## config.mk

```make
export PLATFORM = sky130hd
export DESIGN_NAME = chan_seq
export DESIGN_NICKNAME = d
export VERILOG_FILES = /design/src/rtl/chan_pkg.sv /design/src/rtl/ptr_fifo.sv /design/src/rtl/unit_decode.sv /design/src/rtl/seq_fsm.sv /design/src/rtl/chan_seq.sv
export SDC_FILE = /design/constraint.sdc
export NUM_CORES = 1
export LEC_CHECK = 0
export CORE_MARGIN = 2
export CORE_UTILIZATION = 61
export DETAILED_ROUTE_END_ITERATION = 16
export DONT_BUFFER_PORTS = 1
export GPL_TIMING_DRIVEN = 0
export PLACE_DENSITY_LB_ADDON = 0.05
export SETUP_SLACK_MARGIN = 0.5
export SKIP_CTS_REPAIR_TIMING = 1
export SYNTH_ARGS = -nofsm -noshare
export SYNTH_HDL_FRONTEND = slang
export SYNTH_SLANG_ARGS = --single-unit
```

## constraint.sdc

```tcl
create_clock -name clk -period 2.7 [get_ports clk]
set_input_delay 0 -clock clk [delete_from_list [all_inputs] [get_ports clk]]
set_output_delay 0 -clock clk [all_outputs]
set_load 0.005 [all_outputs]
```

## src/rtl/chan_pkg.sv

```systemverilog
package chan_pkg;
  typedef enum logic [3:0] {
    S_IDLE, S_FETCH_HDR, S_REQ_EU, S_LOAD, S_RUN,
    S_WRITE_OUT, S_WB_DONE, S_WB_STATUS, S_RELEASE
  } seq_state_e;

  localparam int HDR_PRI_LSB   = 0;
  localparam int HDR_SEC_LSB   = 4;
  localparam int HDR_SNOOP_LSB = 8;
  localparam int HDR_ICV_BIT   = 10;
  localparam int HDR_DONE_BIT  = 31;

  localparam int OFS_INPUT  = 4;
  localparam int OFS_OUTPUT = 8;
  localparam int OFS_STATUS = 12;
endpackage

```

## src/rtl/ptr_fifo.sv

```systemverilog
module ptr_fifo #(
  parameter int DEPTH = 4,
  parameter int W     = 32
) (
  input  logic         clk,
  input  logic         rst_n,
  input  logic         in_valid,
  input  logic [W-1:0] in_data,
  output logic         in_ready,
  input  logic         pop,
  output logic [W-1:0] out_data,
  output logic         empty,
  output logic         overflow
);
  localparam int AW = (DEPTH > 1) ? $clog2(DEPTH) : 1;
  localparam int CW = $clog2(DEPTH + 1);

  logic [W-1:0]  slots [DEPTH];
  logic [AW-1:0] wr_ix, rd_ix;
  logic [CW-1:0] count;
  logic          push;

  assign in_ready = (count != CW'(DEPTH));
  assign empty    = (count == '0);
  assign push     = in_valid && in_ready;
  assign out_data = slots[rd_ix];

  always_ff @(posedge clk) begin
    if (!rst_n) begin
      wr_ix    <= '0;
      rd_ix    <= '0;
      count    <= '0;
      overflow <= 1'b0;
    end else begin
      if (push) begin
        slots[wr_ix] <= in_data;
        wr_ix <= (wr_ix == AW'(DEPTH - 1)) ? '0 : wr_ix + 1'b1;
      end
      if (pop) rd_ix <= (rd_ix == AW'(DEPTH - 1)) ? '0 : rd_ix + 1'b1;
      if (push && !pop)      count <= count + 1'b1;
      else if (!push && pop) count <= count - 1'b1;
      if (in_valid && !in_ready) overflow <= 1'b1;
    end
  end

  p_count_bound_r2: assert property (@(posedge clk) disable iff (!rst_n)
    count <= CW'(DEPTH));
  p_drop_keeps_count_r2: assert property (@(posedge clk) disable iff (!rst_n)
    (in_valid && !in_ready && !pop) |=> (count == CW'(DEPTH)));
  p_overflow_sticky_r2: assert property (@(posedge clk) disable iff (!rst_n)
    overflow |=> overflow);
  p_pop_nonempty_r1: assert property (@(posedge clk) disable iff (!rst_n)
    pop |-> !empty);
endmodule

```

## src/rtl/unit_decode.sv

```systemverilog
module unit_decode #(
  parameter int NUM_EU = 8
) (
  input  logic [3:0]        pri_code,
  input  logic [3:0]        sec_code,
  input  logic [1:0]        snoop,
  output logic [NUM_EU-1:0] mask
);
  logic sec_used;
  assign sec_used = (snoop != 2'b00);

  for (genvar i = 0; i < NUM_EU; i++) begin : g_unit
    assign mask[i] = (pri_code == 4'(i + 1)) || (sec_used && (sec_code == 4'(i + 1)));
  end
endmodule

```

## src/rtl/seq_fsm.sv

```systemverilog
module seq_fsm
  import chan_pkg::*;
#(
  parameter int NUM_EU = 8,
  parameter int ADDR_W = 32,
  parameter int DATA_W = 32
) (
  input  logic              clk,
  input  logic              rst_n,
  input  logic              fifo_empty,
  input  logic [ADDR_W-1:0] fifo_data,
  output logic              fifo_pop,
  output logic [DATA_W-1:0] hdr,
  input  logic [NUM_EU-1:0] unit_mask,
  output logic              eu_req,
  output logic [NUM_EU-1:0] eu_mask,
  input  logic              eu_gnt,
  output logic              eu_rel,
  output logic              eu_start,
  output logic [1:0]        eu_snoop,
  output logic [DATA_W-1:0] eu_din,
  input  logic              eu_done,
  input  logic [DATA_W-1:0] eu_dout,
  input  logic              eu_icv_ok,
  output logic              mem_valid,
  output logic              mem_we,
  output logic [ADDR_W-1:0] mem_addr,
  output logic [DATA_W-1:0] mem_wdata,
  input  logic              mem_ready,
  input  logic [DATA_W-1:0] mem_rdata
);
  seq_state_e        state;
  logic [ADDR_W-1:0] ptr_q;
  logic [DATA_W-1:0] hdr_q, din_q, dout_q;
  logic              icv_q, started_q;

  assign hdr      = hdr_q;
  assign fifo_pop = (state == S_IDLE) && !fifo_empty;
  assign eu_req   = (state == S_REQ_EU);
  assign eu_mask  = unit_mask;
  assign eu_rel   = (state == S_RELEASE);
  assign eu_start = (state == S_RUN) && !started_q;
  assign eu_snoop = hdr_q[HDR_SNOOP_LSB +: 2];
  assign eu_din   = din_q;

  always_ff @(posedge clk) begin
    if (!rst_n) begin
      state     <= S_IDLE;
      ptr_q     <= '0;
      hdr_q     <= '0;
      din_q     <= '0;
      dout_q    <= '0;
      icv_q     <= 1'b0;
      started_q <= 1'b0;
    end else begin
      unique case (state)
        S_IDLE: if (!fifo_empty) begin
          ptr_q <= fifo_data;
          state <= S_FETCH_HDR;
        end
        S_FETCH_HDR: if (mem_ready) begin
          hdr_q <= mem_rdata;
          state <= S_REQ_EU;
        end
        S_REQ_EU: if (eu_gnt) state <= S_LOAD;
        S_LOAD: if (mem_ready) begin
          din_q     <= mem_rdata;
          started_q <= 1'b0;
          state     <= S_RUN;
        end
        S_RUN: begin
          started_q <= 1'b1;
          if (started_q && eu_done) begin
            dout_q <= eu_dout;
            icv_q  <= eu_icv_ok;
            state  <= S_WRITE_OUT;
          end
        end
        S_WRITE_OUT: if (mem_ready) state <= S_WB_DONE;
        S_WB_DONE: if (mem_ready)
          state <= hdr_q[HDR_ICV_BIT] ? S_WB_STATUS : S_RELEASE;
        S_WB_STATUS: if (mem_ready) state <= S_RELEASE;
        S_RELEASE: state <= S_IDLE;
        default: state <= S_IDLE;
      endcase
    end
  end

  always_comb begin
    mem_valid = 1'b0;
    mem_we    = 1'b0;
    mem_addr  = ptr_q;
    mem_wdata = '0;
    unique case (state)
      S_FETCH_HDR: mem_valid = 1'b1;
      S_LOAD: begin
        mem_valid = 1'b1;
        mem_addr  = ptr_q + ADDR_W'(OFS_INPUT);
      end
      S_WRITE_OUT: begin
        mem_valid = 1'b1;
        mem_we    = 1'b1;
        mem_addr  = ptr_q + ADDR_W'(OFS_OUTPUT);
        mem_wdata = dout_q;
      end
      S_WB_DONE: begin
        mem_valid = 1'b1;
        mem_we    = 1'b1;
        mem_wdata = hdr_q;
        mem_wdata[HDR_DONE_BIT] = 1'b1;
      end
      S_WB_STATUS: begin
        mem_valid = 1'b1;
        mem_we    = 1'b1;
        mem_addr  = ptr_q + ADDR_W'(OFS_STATUS);
        mem_wdata = DATA_W'(icv_q);
      end
      default: ;
    endcase
  end

  p_no_mem_while_req_r5: assert property (@(posedge clk) disable iff (!rst_n)
    eu_req |-> !mem_valid);
  p_req_hold_r5: assert property (@(posedge clk) disable iff (!rst_n)
    (eu_req && !eu_gnt) |=> (eu_req && $stable(eu_mask)));
  p_mem_hold_r11: assert property (@(posedge clk) disable iff (!rst_n)
    (mem_valid && !mem_ready) |=> (mem_valid && $stable(mem_we) &&
                                   $stable(mem_addr) && $stable(mem_wdata)));
  p_start_pulse_r6: assert property (@(posedge clk) disable iff (!rst_n)
    eu_start |=> !eu_start);
  p_rel_pulse_r10: assert property (@(posedge clk) disable iff (!rst_n)
    eu_rel |=> !eu_rel);
  p_rel_after_wb_r10: assert property (@(posedge clk) disable iff (!rst_n)
    $rose(eu_rel) |-> $past(mem_valid && mem_we && mem_ready));
endmodule

```

## src/rtl/chan_seq.sv

```systemverilog
module chan_seq
  import chan_pkg::*;
#(
  parameter int NUM_EU     = 8,
  parameter int ADDR_W     = 32,
  parameter int DATA_W     = 32,
  parameter int FIFO_DEPTH = 4
) (
  input  logic              clk,
  input  logic              rst_n,
  input  logic              ptr_valid,
  input  logic [ADDR_W-1:0] ptr_data,
  output logic              ptr_ready,
  output logic              ptr_overflow,
  output logic              eu_req,
  output logic [NUM_EU-1:0] eu_mask,
  input  logic              eu_gnt,
  output logic              eu_rel,
  output logic              eu_start,
  output logic [1:0]        eu_snoop,
  output logic [DATA_W-1:0] eu_din,
  input  logic              eu_done,
  input  logic [DATA_W-1:0] eu_dout,
  input  logic              eu_icv_ok,
  output logic              mem_valid,
  output logic              mem_we,
  output logic [ADDR_W-1:0] mem_addr,
  output logic [DATA_W-1:0] mem_wdata,
  input  logic              mem_ready,
  input  logic [DATA_W-1:0] mem_rdata
);
  logic              fifo_empty, fifo_pop;
  logic [ADDR_W-1:0] fifo_data;
  logic [DATA_W-1:0] hdr;
  logic [NUM_EU-1:0] unit_mask;

  ptr_fifo #(.DEPTH(FIFO_DEPTH), .W(ADDR_W)) u_fifo (
    .clk(clk), .rst_n(rst_n),
    .in_valid(ptr_valid), .in_data(ptr_data), .in_ready(ptr_ready),
    .pop(fifo_pop), .out_data(fifo_data), .empty(fifo_empty),
    .overflow(ptr_overflow)
  );

  unit_decode #(.NUM_EU(NUM_EU)) u_dec (
    .pri_code(hdr[HDR_PRI_LSB +: 4]),
    .sec_code(hdr[HDR_SEC_LSB +: 4]),
    .snoop(hdr[HDR_SNOOP_LSB +: 2]),
    .mask(unit_mask)
  );

  seq_fsm #(.NUM_EU(NUM_EU), .ADDR_W(ADDR_W), .DATA_W(DATA_W)) u_fsm (
    .clk(clk), .rst_n(rst_n),
    .fifo_empty(fifo_empty), .fifo_data(fifo_data), .fifo_pop(fifo_pop),
    .hdr(hdr), .unit_mask(unit_mask),
    .eu_req(eu_req), .eu_mask(eu_mask), .eu_gnt(eu_gnt), .eu_rel(eu_rel),
    .eu_start(eu_start), .eu_snoop(eu_snoop), .eu_din(eu_din),
    .eu_done(eu_done), .eu_dout(eu_dout), .eu_icv_ok(eu_icv_ok),
    .mem_valid(mem_valid), .mem_we(mem_we), .mem_addr(mem_addr),
    .mem_wdata(mem_wdata), .mem_ready(mem_ready), .mem_rdata(mem_rdata)
  );

  p_idle_quiet_r1: assert property (@(posedge clk) disable iff (!rst_n)
    ($past(fifo_empty) && fifo_empty && !$past(mem_valid) && !$past(eu_req) &&
     !$past(eu_start) && !$past(eu_done)) |-> !mem_valid);
endmodule

```

==> results of run 1 <==
-- layout make-up --
| cell class | count | area [um2] | area share |
|---|---|---|---|
| Inverter | 8 | 32.5 | 0.00227 |
| Clock inverter | 13 | 228 | 0.0159 |
| Buffer | 71 | 407 | 0.0284 |
| Tap cell | 229 | 287 | 0.0200 |
| Multi-Input combinational cell | 660 | 4570 | 0.319 |
| Clock buffer | 39 | 762 | 0.0532 |
| Sequential cell | 269 | 6680 | 0.467 |
| Timing Repair Buffer | 138 | 1340 | 0.0938 |
-- report_power, final --
part	total [uW]	switching, uW	leakage (uW)	internal [uW]
Sequential	5220	497	0.00231	4730
Combinational	2960	1610	0.00233	1350
Clock	4130	1580	0.000479	2540
-- cells by family after synthesis --
group                      count (synthesis)  synth area share
adders and majority gates                 10            0.0116
xor gates and xnor gates                  29            0.0226
DFF                                      269             0.592
muxes                                     68            0.0962
and+or+nand+nor                          387             0.152
buffers and inverters                     79            0.0327
AOI/OAI and AO/OA                        166            0.0928
-- layout by cell type, fill, tap and decap left out, types with 5 or more instances in the layout --
cell type,n
nand2b_1,7
clkbuf_16,28
clkbuf_4,5
edfxtp_1,128
nand4_1,18
mux2i_1,34
buf_4,33
xor2_1,8
and3_1,7
dlygate4sd3_1,101
a22o_1,31
buf_2,13
nor2_1,15
a21oi_1,104
mux4_2,32
dfxtp_1,131
bufinv_16,6
dfxtp_2,9
nor3_1,6
buf_6,18
ha_1,6
clkbuf_1,43
xnor2_2,17
nand2_1,285
-- metrics by stage --
stage,setup slack [ps],TNS (ps),hold WS (ps),total power (uW),util
floorplan,484,0,98.9,6900,-
global placement,-340,-32790,99.0,7520,0.643
detailed placement,144,0,99.0,7570,0.644
CTS,-454,-3230,-463,11700,0.699
global route,-215,-1550,13.4,12800,0.794
finish,-111,-443,-15.3,12300,0.794
-- flip-flops by register name (all words and copies together), names as in the netlist, 3 cells and up --
signal        flops
u_fsm.eu_din     32
u_fsm.hdr        31
u_fsm.ptr_q      32
u_fifo.count      3
u_fsm.dout_q     32
u_fifo.slots    128
u_fsm.state       4
-- per-layer routing --
| layer | track usage | part of all wire |
|---|---|---|
| met1 | 0.394 | 0.41 |
| met4 | 0.0758 | 0.032 |
| met5 | 0 | 0 |
| met2 | 0.435 | 0.48 |
| met3 | 0.0681 | 0.075 |
-- critical path: stages, from the launching register on --
cell	delay, ps
dfxtp_4	370
buf_8	120
and2b_2	240
nand3_2	100
xnor2_2	170
ha_2	210
a22o_1	150
nor4b_4	230
buf_6	180
buf_6	140
nand4_1	120
xnor2_1	230
-- how the worst max path moves through the flow --
stage / start / to / slack (ps) / cells past startpoint
after global routing: u_fsm.state[3] / mem_addr[24] / -220 / 11
after global placement: rst_n / u_fifo.slots[0][21] / -340 / 3
final: u_fsm.state[3] / mem_addr[18] / -110 / 11
after CTS: u_fsm.state[3] / mem_addr[26] / -450 / 9
after detailed placement: u_fsm.state[3] / mem_addr[26] / 140 / 9
after floorplan: u_fsm.state[2] / u_fifo.count[2] / 480 / 11
==> metrics.md, run 1 <==
| Metric | Value |
|---|---|
| Avg WL per Cell | ~22 um |
| Leakage power | between 0.005 and 0.006 uW |
| Antenna Cells | 0 |
| CTS root buffer | clkbuf_16 |
| Final count of pins violating max slew | 0 |
| Vias in the first global route | between 7000 and 8000 |
| Die Span X | ~140 um |
| Clk_lat worst skew | roughly 540 ps |
| CTS Buf Count | 28 |
| # rows | just under 50 |
| First-pass GRT wire length | roughly 43 mm |
| Register area share after synthesis | 0.592 |
| Failing checks | hold timing, setup timing |
| Max-Cap Viols | 0 |
| Hold WC Path Type | primary input to flip-flop |
| Endpoints failing hold | 1 |
| Cell area after synthesis | 11300 um2 |
| RePlAce Congestion | roughly 0.83 |
| Hold EP | u_fsm.state[0] |
| I/O Buffers | 0 |
| Layout area overhead | 27.1% |
| Clk buf depth | 3 |
| Outcome | finished with violations |
| Hold_ws | -15.3 ps |
| Largest net degree at the start of global routing | 33 |
| Via count | about 8600 |
| Crit path max fanout | 6 |
| WP data required | approximately 2700 ps |
| Post-DP HPWL | between 15 and 20 mm |
| RSZ-0062 raised after global routing | yes |
| Antenna violations before repair | 0 |
| Number of synthesis warnings | 0 |
| DRC violations left | 0 |
| Die span in y | approximately 140 um |
| Placed Cells | ~1200 |
| Min-delay src | eu_done |
| Die area | 19600 um2 |
| Startpoint Class | flip-flop |
| Clk sinks | 269 |
| Worst-path clk slew | roughly 60 ps |
| Setup ws final | -111 ps |
| Number of synthesized flops with an enable pin | around 130 |
| Avg Cell Area, Syn | about 11 um2 |
| Router iterations before antenna repair | 5 |
| Grt total ovfl | 0 |
| Max Clk Rate | approximately 360 MHz |
| CTS tree | done |
| Count leader, synth | nand2_1 |
| Fillers | ~1100 |
| Post-route ant nets | 0 |
| Fin cells | around 1400 |
| Reg-to-Reg Start | u_fsm.state[1] |
| GR Util All Layers | 0.279 |
| Final Skew | about 9.8 ps |
| Worst EP arrival | roughly 2800 ps |
| Headroom to the max-slew limit | 0.512 |
| Yosys top cell area share | 0.341 |
| Final net count | 1288 |
| Distinct cells, synth | 60 |
| Via density | about 6.1 |
| H-Tree Depth | 1 |
| Final Instance Area | 14300 um2 |
| Layout cells sized above 1 | 0.183 |
| Main synth FF type | dfxtp_1 |
| CP Capture Type | output pin |
| Drt total wl | about 31 mm |
| Mapped Cells | a little over 1000 |
| Synth async-reset ratio | 0 |
| Leading area contributor after synthesis | edfxtp_1 |
| Post-Syn Nets | around 1100 |
| Worst vdd ir | between 0.8 and 0.9 mV |
| Tcrit/Tclk final | 1.04 |
| Initial core utilization | 0.625 |
| Post-synthesis sequential element count | around 270 |
| Worst-Margin Slew | roughly 730 ps |
| Hold Path Stages | 4 |
| Worst r2r path cells | 13 |
| IO Count | between 200 and 250 |
| Largest cells by area after synthesis | edfxtp_1 (34%), dfxtp_1 (25%), nand2_1 (9.6%), mux4_2 (6.4%), a21oi_1 (4.7%) |
| Drt first-iter violations | a little under 800 |
| Power per cell area | 860 nW/um2 |
| Most frequent cells after synthesis | nand2_1 (288), dfxtp_1 (141), edfxtp_1 (128) |
| WS Path Type | flip-flop to output pin |
| Core Box Area | approximately 18000 um2 |
| Final setup fails | 8 |
| Reg2Reg Setup Slack | around 400 ps |
| Placed cell areas | between 10000 and 15000 um2 |
| Min Tclk post-route | between 2000 and 3000 ps |
| R2r endpoint | u_fifo.count[2] |
(Power assumes the default switching activity.)
==> run 2, diff against run 1 <==
==> constraint.sdc (replaced) <==
create_clock -name clk -period 2.7 [get_ports clk]
set_input_delay 0.675 -clock clk [delete_from_list [all_inputs] [get_ports clk]]
set_output_delay 0.675 -clock clk [all_outputs]
set_load 0.005 [all_outputs]
==> metrics.md, run 2 (same netlist as run 1, synthesis figures left out) <==
| Metric | Value |
|---|---|
| Max-Cap Viols | 0 (unchanged) |
| Outcome | finished with violations (unchanged) |
| Min Tclk post-route | 3460 ps (was 2810 ps) |
| Reg2Reg Setup Slack | 290 ps (was 400 ps) |
| Via count | 8072 (was 8642) |
| Min-delay src | ptr_data[16] (was eu_done) |
| DRC violations left | 0 (unchanged) |
| Reg with most FFs | u_fifo.slots (unchanged) |
| WP data required | 2030 ps (was 2700 ps) |
| Tcrit/Tclk final | 1.28 (was 1.04) |
| Worst-path clk slew | 70 ps (was 60 ps) |
| Hold EP | u_fifo.slots[0][16] (was u_fsm.state[0]) |
| Clk sinks | 269 (unchanged) |
| Post-route ant nets | 0 (unchanged) |
| WS Path Type | flip-flop to output pin (unchanged) |
| CTS Buf Count | 28 (unchanged) |
| Router iterations before antenna repair | 6 (was 5) |
| Worst EP arrival | 2780 ps (was 2810 ps) |
| Total power | 11900 uW (was 12300 uW) |
| Final setup fails | 59 (was 8) |
| Crit path max fanout | 7 (was 6) |
| Final count of pins violating max slew | 0 (unchanged) |
| Placed Cells | 1237 (was 1238) |
| Via density | 6.09 (was 6.06) |
| Die span in y | 140 um (unchanged) |
| Max reg flops | 128 (unchanged) |
| Vias in the first global route | 7504 (was 7705) |
| Hold WC Path Type | primary input to flip-flop (unchanged) |
| H-Tree Depth | 1 (unchanged) |
| RePlAce Congestion | 0.871 (was 0.829) |
| P_sw | 3540 uW (was 3700 uW) |
| First-pass GRT wire length | 40.9 mm (was 42.9 mm) |
| Logic pwr share | 0.220 (was 0.241) |
| Commonest non-fill, non-tap cell in the layout | nand2_1 (unchanged) |
| Power per cell area | 893 nW/um2 (was 860 nW/um2) |
| Setup ws final | -759 ps (was -111 ps) |
| Leakage power | 0.00473 uW (was 0.00511 uW) |
| Die Span X | 140 um (unchanged) |
| Fillers | 1232 (was 1098) |
| Drt total wl | 28.0 mm (was 31.2 mm) |
| Hold Path Stages | 0 (was 4) |
| Largest net degree at the start of global routing | 33 (unchanged) |
| Startpoint Class | flip-flop (unchanged) |
| Initial core utilization | 0.625 (unchanged) |
| Grt total ovfl | 0 (unchanged) |
| I/O Buffers | 0 (unchanged) |
| Worst r2r path cells | 11 (was 13) |
| CP Capture Type | output pin (unchanged) |
| Power share of the clock group | 0.341 (was 0.335) |
| Clk_lat worst skew | 530 ps (was 540 ps) |
| Clk buf depth | 3 (unchanged) |
| GR Util All Layers | 0.264 (was 0.279) |
| Final net count | 1187 (was 1288) |
| Worst vdd ir | 0.635 mV (was 0.829 mV) |
| Post-DP HPWL | 18.6 mm (was 19.2 mm) |
| Final Instance Area | 13400 um2 (was 14300 um2) |
| Layout area overhead | 18.7% (was 27.1%) |
| Final Skew | 10.4 ps (was 9.77 ps) |
| R2r endpoint | u_fifo.count[2] (unchanged) |
| Layout cells sized above 1 | 0.216 (was 0.183) |
| RSZ-0062 raised after global routing | yes (unchanged) |
| Max Clk Rate | 289 MHz (was 356 MHz) |
| CTS tree | done (unchanged) |
| Core Box Area | 18000 um2 (unchanged) |
| Switch share | 0.297 (was 0.300) |
| Reg-to-Reg Start | u_fsm.state[2] (was u_fsm.state[1]) |
| Drt first-iter violations | 485 (was 769) |
| CTS root buffer | clkbuf_16 (unchanged) |
| Worst-Margin Slew | 727 ps (was 731 ps) |
| Failing checks | setup timing (was hold timing, setup timing) |
| Placed cell areas | 11600 um2 (about the same) |
| Die area | 19600 um2 (unchanged) |
| Most frequent cells in the layout | nand2_1 (284), edfxtp_1 (128), dfxtp_1 (122), a21oi_1 (105), clkbuf_1 (36) (was nand2_1 (285), dfxtp_1 (131), edfxtp_1 (128), a21oi_1 (104), dlygate4sd3_1 (101)) |
| Flop pwr share | 0.439 (was 0.424) |
| Endpoints failing hold | 0 (was 1) |
| Int Power | 8380 uW (was 8620 uW) |
| Avg WL per Cell | 21.1 um (was 21.8 um) |
| # rows | 49 (unchanged) |
| Fin cells | 1326 (was 1427) |
| Headroom to the max-slew limit | 0.515 (was 0.512) |
| IO Count | 216 (unchanged) |
| Antenna violations before repair | 1 (was 0) |
[run 2: area by class of cell]
class	count	area [um2]	share of cell area
flip-flops and latches	269	6700	0.501
multi-input cells	660	4590	0.344
well taps	229	287	0.0214
plain buffers	71	417	0.0312
inverters	8	32.5	0.00243
diodes	1	2.50	0.000187
clock buffers	41	900	0.0673
clock inverters	10	108	0.00805
repair buffers	37	329	0.0246
[run 2: layer usage]
layer	vias to the layer above	track usage	routed length, um
met3	69	0.0654	2370
met5	-	0	0
met4	0	0.0858	1040
li1	3734	-	-
met1	3917	0.366	11400
met2	352	0.414	13200
[run 2: worst max-delay path, cell delays in order, from the launching register on]
cell and delay [ps]:
dfxtp_4 360, buf_8 120, and2b_4 270, nand3_4 80, xnor2_2 160, ha_2 210, a22o_1 160, nor4b_4 310
buf_6 190, nand4_1 140, xnor2_2 250
[run 2: stage by stage]
| step | setup WS (ps) | hold WS (ps) | util | TNS (ps) |
|---|---|---|---|---|
| global route | -825 | 214 | 0.741 | -16120 |
| CTS | -1080 | 219 | 0.699 | -30780 |
| floorplan | -115 | 436 | - | -230 |
| global placement | -513 | 442 | 0.643 | -15480 |
| finish | -759 | 234 | 0.741 | -13850 |
| detailed placement | -517 | 448 | 0.643 | -13830 |
[run 2: power by group through the flow]
stage	combinational, uW	sequential [uW]	clock, uW
3_5_place_dp	2290	5220	0
3_3_place_gp	2270	5200	0
5_1_grt	2840	5290	4270
6_report	2620	5240	4070
4_1_cts	2310	5140	4110
2_1_floorplan	1770	5090	0
[run 2: worst max path at each step]
stage                   startpoint            to  cells after the start
detailed placement  u_fsm.state[1]  mem_addr[28]                      9
finish              u_fsm.state[3]  mem_addr[30]                     10
CTS                 u_fsm.state[3]  mem_addr[28]                      9
global route        u_fsm.state[1]  mem_addr[30]                     10
floorplan           u_fsm.state[3]  mem_addr[26]                      9
global placement    u_fsm.state[1]  mem_addr[26]                      9
==> run 3, diff against run 2 <==
--- a/config.mk
+++ b/config.mk
@@ -5,7 +5,6 @@
 export SDC_FILE = /design/constraint.sdc
 export NUM_CORES = 1
 export LEC_CHECK = 0
-export CORE_MARGIN = 2
 export CORE_UTILIZATION = 61
 export DETAILED_ROUTE_END_ITERATION = 16
 export DONT_BUFFER_PORTS = 1
==> metrics.md, run 3 (same netlist as run 1, synthesis figures left out) <==
| Metric | Value |
|---|---|
| # rows | 49 (unchanged) |
| Worst path bufs/invs | 2 (unchanged) |
| CP Capture Type | output pin (unchanged) |
| Worst vdd ir | 0.632 mV (was 0.635 mV) |
| Hold WC Path Type | primary input to flip-flop (unchanged) |
| Core Box Area | 18000 um2 (unchanged) |
| Drt first-iter violations | 615 (was 485) |
| Layout area overhead | 20.5% (was 18.7%) |
| Reg2Reg Setup Slack | 260 ps (was 290 ps) |
| Drt total wl | 29.2 mm (was 28.0 mm) |
| Die area | 19000 um2 (was 19600 um2) |
| Die span in y | 138 um (was 140 um) |
| Tcrit/Tclk final | 1.26 (was 1.28) |
| Crit path max fanout | 7 (unchanged) |
| Startpoint Class | flip-flop (unchanged) |
| CTS root buffer | clkbuf_16 (unchanged) |
| Worst r2r path cells | 11 (unchanged) |
| Die Span X | 138 um (was 140 um) |
| Via density | 6.14 (was 6.09) |
| Clk_lat worst skew | 530 ps (about the same) |
| Worst-Margin Slew | 733 ps (was 727 ps) |
| Delay-heaviest family, CP | simple AND/OR/NAND/NOR gates (unchanged) |
| RePlAce Congestion | 0.878 (was 0.871) |
| DRC violations left | 0 (unchanged) |
| Final setup fails | 59 (unchanged) |
| Clk buf depth | 3 (unchanged) |
| R2r endpoint | u_fifo.count[2] (unchanged) |
| Final Skew | 8.24 ps (was 10.4 ps) |
| Headroom to the max-slew limit | 0.511 (was 0.515) |
| Grt total ovfl | 0 (unchanged) |
| Most frequent cells in the layout | nand2_1 (281), dfxtp_1 (128), edfxtp_1 (128), a21oi_1 (103) (was nand2_1 (284), edfxtp_1 (128), dfxtp_1 (122), a21oi_1 (105), clkbuf_1 (36)) |
| GR Util All Layers | 0.271 (was 0.264) |
| Max Clk Rate | 293 MHz (was 289 MHz) |
| Via count | 8159 (was 8072) |
| Worst path depth | 10 (unchanged) |
| Worst EP arrival | 2740 ps (was 2780 ps) |
| Final count of pins violating max slew | 0 (unchanged) |
| Max-Cap Viols | 0 (unchanged) |
| WS Path Type | flip-flop to output pin (unchanged) |
| Largest net degree at the start of global routing | 33 (unchanged) |
| Fin cells | 1329 (was 1326) |
| Router iterations before antenna repair | 5 (was 6) |
| RSZ-0062 raised after global routing | yes (unchanged) |
| Setup TNS Final | -14290 ps (was -13850 ps) |
| Antenna Cells | 0 (was 1) |
| Initial core utilization | 0.625 (unchanged) |
| Setup ws final | -712 ps (was -759 ps) |
| Slowest-stage cell, CP | dfxtp_4 (unchanged) |
| CTS Buf Count | 28 (unchanged) |
| Power per cell area | 901 nW/um2 (was 893 nW/um2) |
| Failing checks | setup timing (unchanged) |
| WP data required | 2030 ps (about the same) |
| Crit path launch | u_fsm.state[3] (unchanged) |
| Avg WL per Cell | 22.0 um (was 21.1 um) |
| I/O Buffers | 0 (unchanged) |
| Crit-path cells | buf_8 -> and2b_4 -> nand3_4 -> xnor2_2 -> ha_2 -> a22o_1 -> nor4b_4 -> buf_4 -> nand4_1 -> mux2_4 (was buf_8 -> and2b_4 -> nand3_4 -> xnor2_2 -> ha_2 -> a22o_1 -> nor4b_4 -> buf_6 -> nand4_1 -> xnor2_2) |
| Clk sinks | 269 (unchanged) |
| Worst-path clk slew | 60 ps (was 70 ps) |
| Leakage power | 0.00477 uW (was 0.00473 uW) |
| CP peak stage delay | 360 ps (about the same) |
| Layout cells sized above 1 | 0.225 (was 0.216) |
| Antenna violations before repair | 0 (was 1) |
| Max reg flops | 128 (unchanged) |
| First-pass GRT wire length | 38.9 mm (was 40.9 mm) |
| Vias in the first global route | 7286 (was 7504) |
| Commonest non-fill, non-tap cell in the layout | nand2_1 (unchanged) |
| CTS tree | done (unchanged) |
| Post-route ant nets | 0 (unchanged) |
| Worst Setup EP | mem_addr[26] (was mem_addr[30]) |
| Reg with most FFs | u_fifo.slots (unchanged) |
| Post-DP HPWL | 18.4 mm (was 18.6 mm) |
| Endpoints failing hold | 0 (unchanged) |
| Placed Cells | 1237 (unchanged) |
| Reg-to-Reg Start | u_fsm.state[3] (was u_fsm.state[2]) |
| Final net count | 1190 (was 1187) |
| IO Count | 216 (unchanged) |
| Outcome | finished with violations (unchanged) |
| Min Tclk post-route | 3410 ps (was 3460 ps) |
| H-Tree Depth | 1 (unchanged) |
run 3: cell type report:
class	instances	area [um2]
Timing Repair Buffer	36	335
Clock buffer	44	882
Multi-Input combinational cell	664	4720
Tap cell	229	287
Fill cell	1176	4450
Buffer	71	474
Sequential cell	269	6700
Inverter	8	36.3
Clock inverter	8	144
run 3: worst min-delay path by stage:
stage | startpoint | endpoint | slack (ps) | cells after the start
6_report | ptr_data[27] | u_fifo.slots[2][27] | 240 | 0
5_1_grt | ptr_data[27] | u_fifo.slots[3][27] | 220 | 0
4_1_cts | ptr_data[25] | u_fifo.slots[0][25] | 230 | 0
3_5_place_dp | u_fsm.dout_q[1] | u_fsm.dout_q[1] | 450 | 2
3_3_place_gp | u_fsm.icv_q | u_fsm.icv_q | 440 | 2
2_1_floorplan | u_fsm.icv_q | u_fsm.icv_q | 440 | 2
run 3: routing by layer:
| metal | GRT usage | vias to the layer above | wire length (um) |
|---|---|---|---|
| met1 | 0.385 | 4000 | 12100 |
| met4 | 0.0984 | 0 | 966 |
| met3 | 0.0552 | 70 | 2440 |
| met2 | 0.414 | 346 | 13700 |
| li1 | - | 3743 | - |
| met5 | 0 | - | 0 |
run 3: worst register-to-register path: cells and delay by family, from the launching register on:
family                     cells  cell delay (ps)
xor gates and xnor gates       1               80
DFF                            1              360
buffers and inverters          4              420
and+or+nand+nor                3             1040
AOI/OAI and AO/OA              1              140
adders and majority gates      2              330
run 3: per-stage QoR:
step | worst slack, ps | util | cell area (um2) | power (uW) | hold slack, ps
final | -712 | 0.753 | 13600 | 12200 | 236
after floorplan | -115 | - | 11300 | 6860 | 436
after global routing | -810 | 0.753 | 13600 | 12700 | 216
after detailed placement | -519 | 0.643 | 11600 | 7540 | 448
after CTS | -1090 | 0.700 | 12600 | 11700 | 228
after global placement | -523 | 0.643 | 11600 | 7480 | 442
run 3: power breakdown:
| group | total (uW) | internal (uW) | switching, uW |
|---|---|---|---|
| logic | 2840 | 1250 | 1590 |
| registers | 5240 | 4730 | 516 |
| clock network | 4150 | 2620 | 1530 |
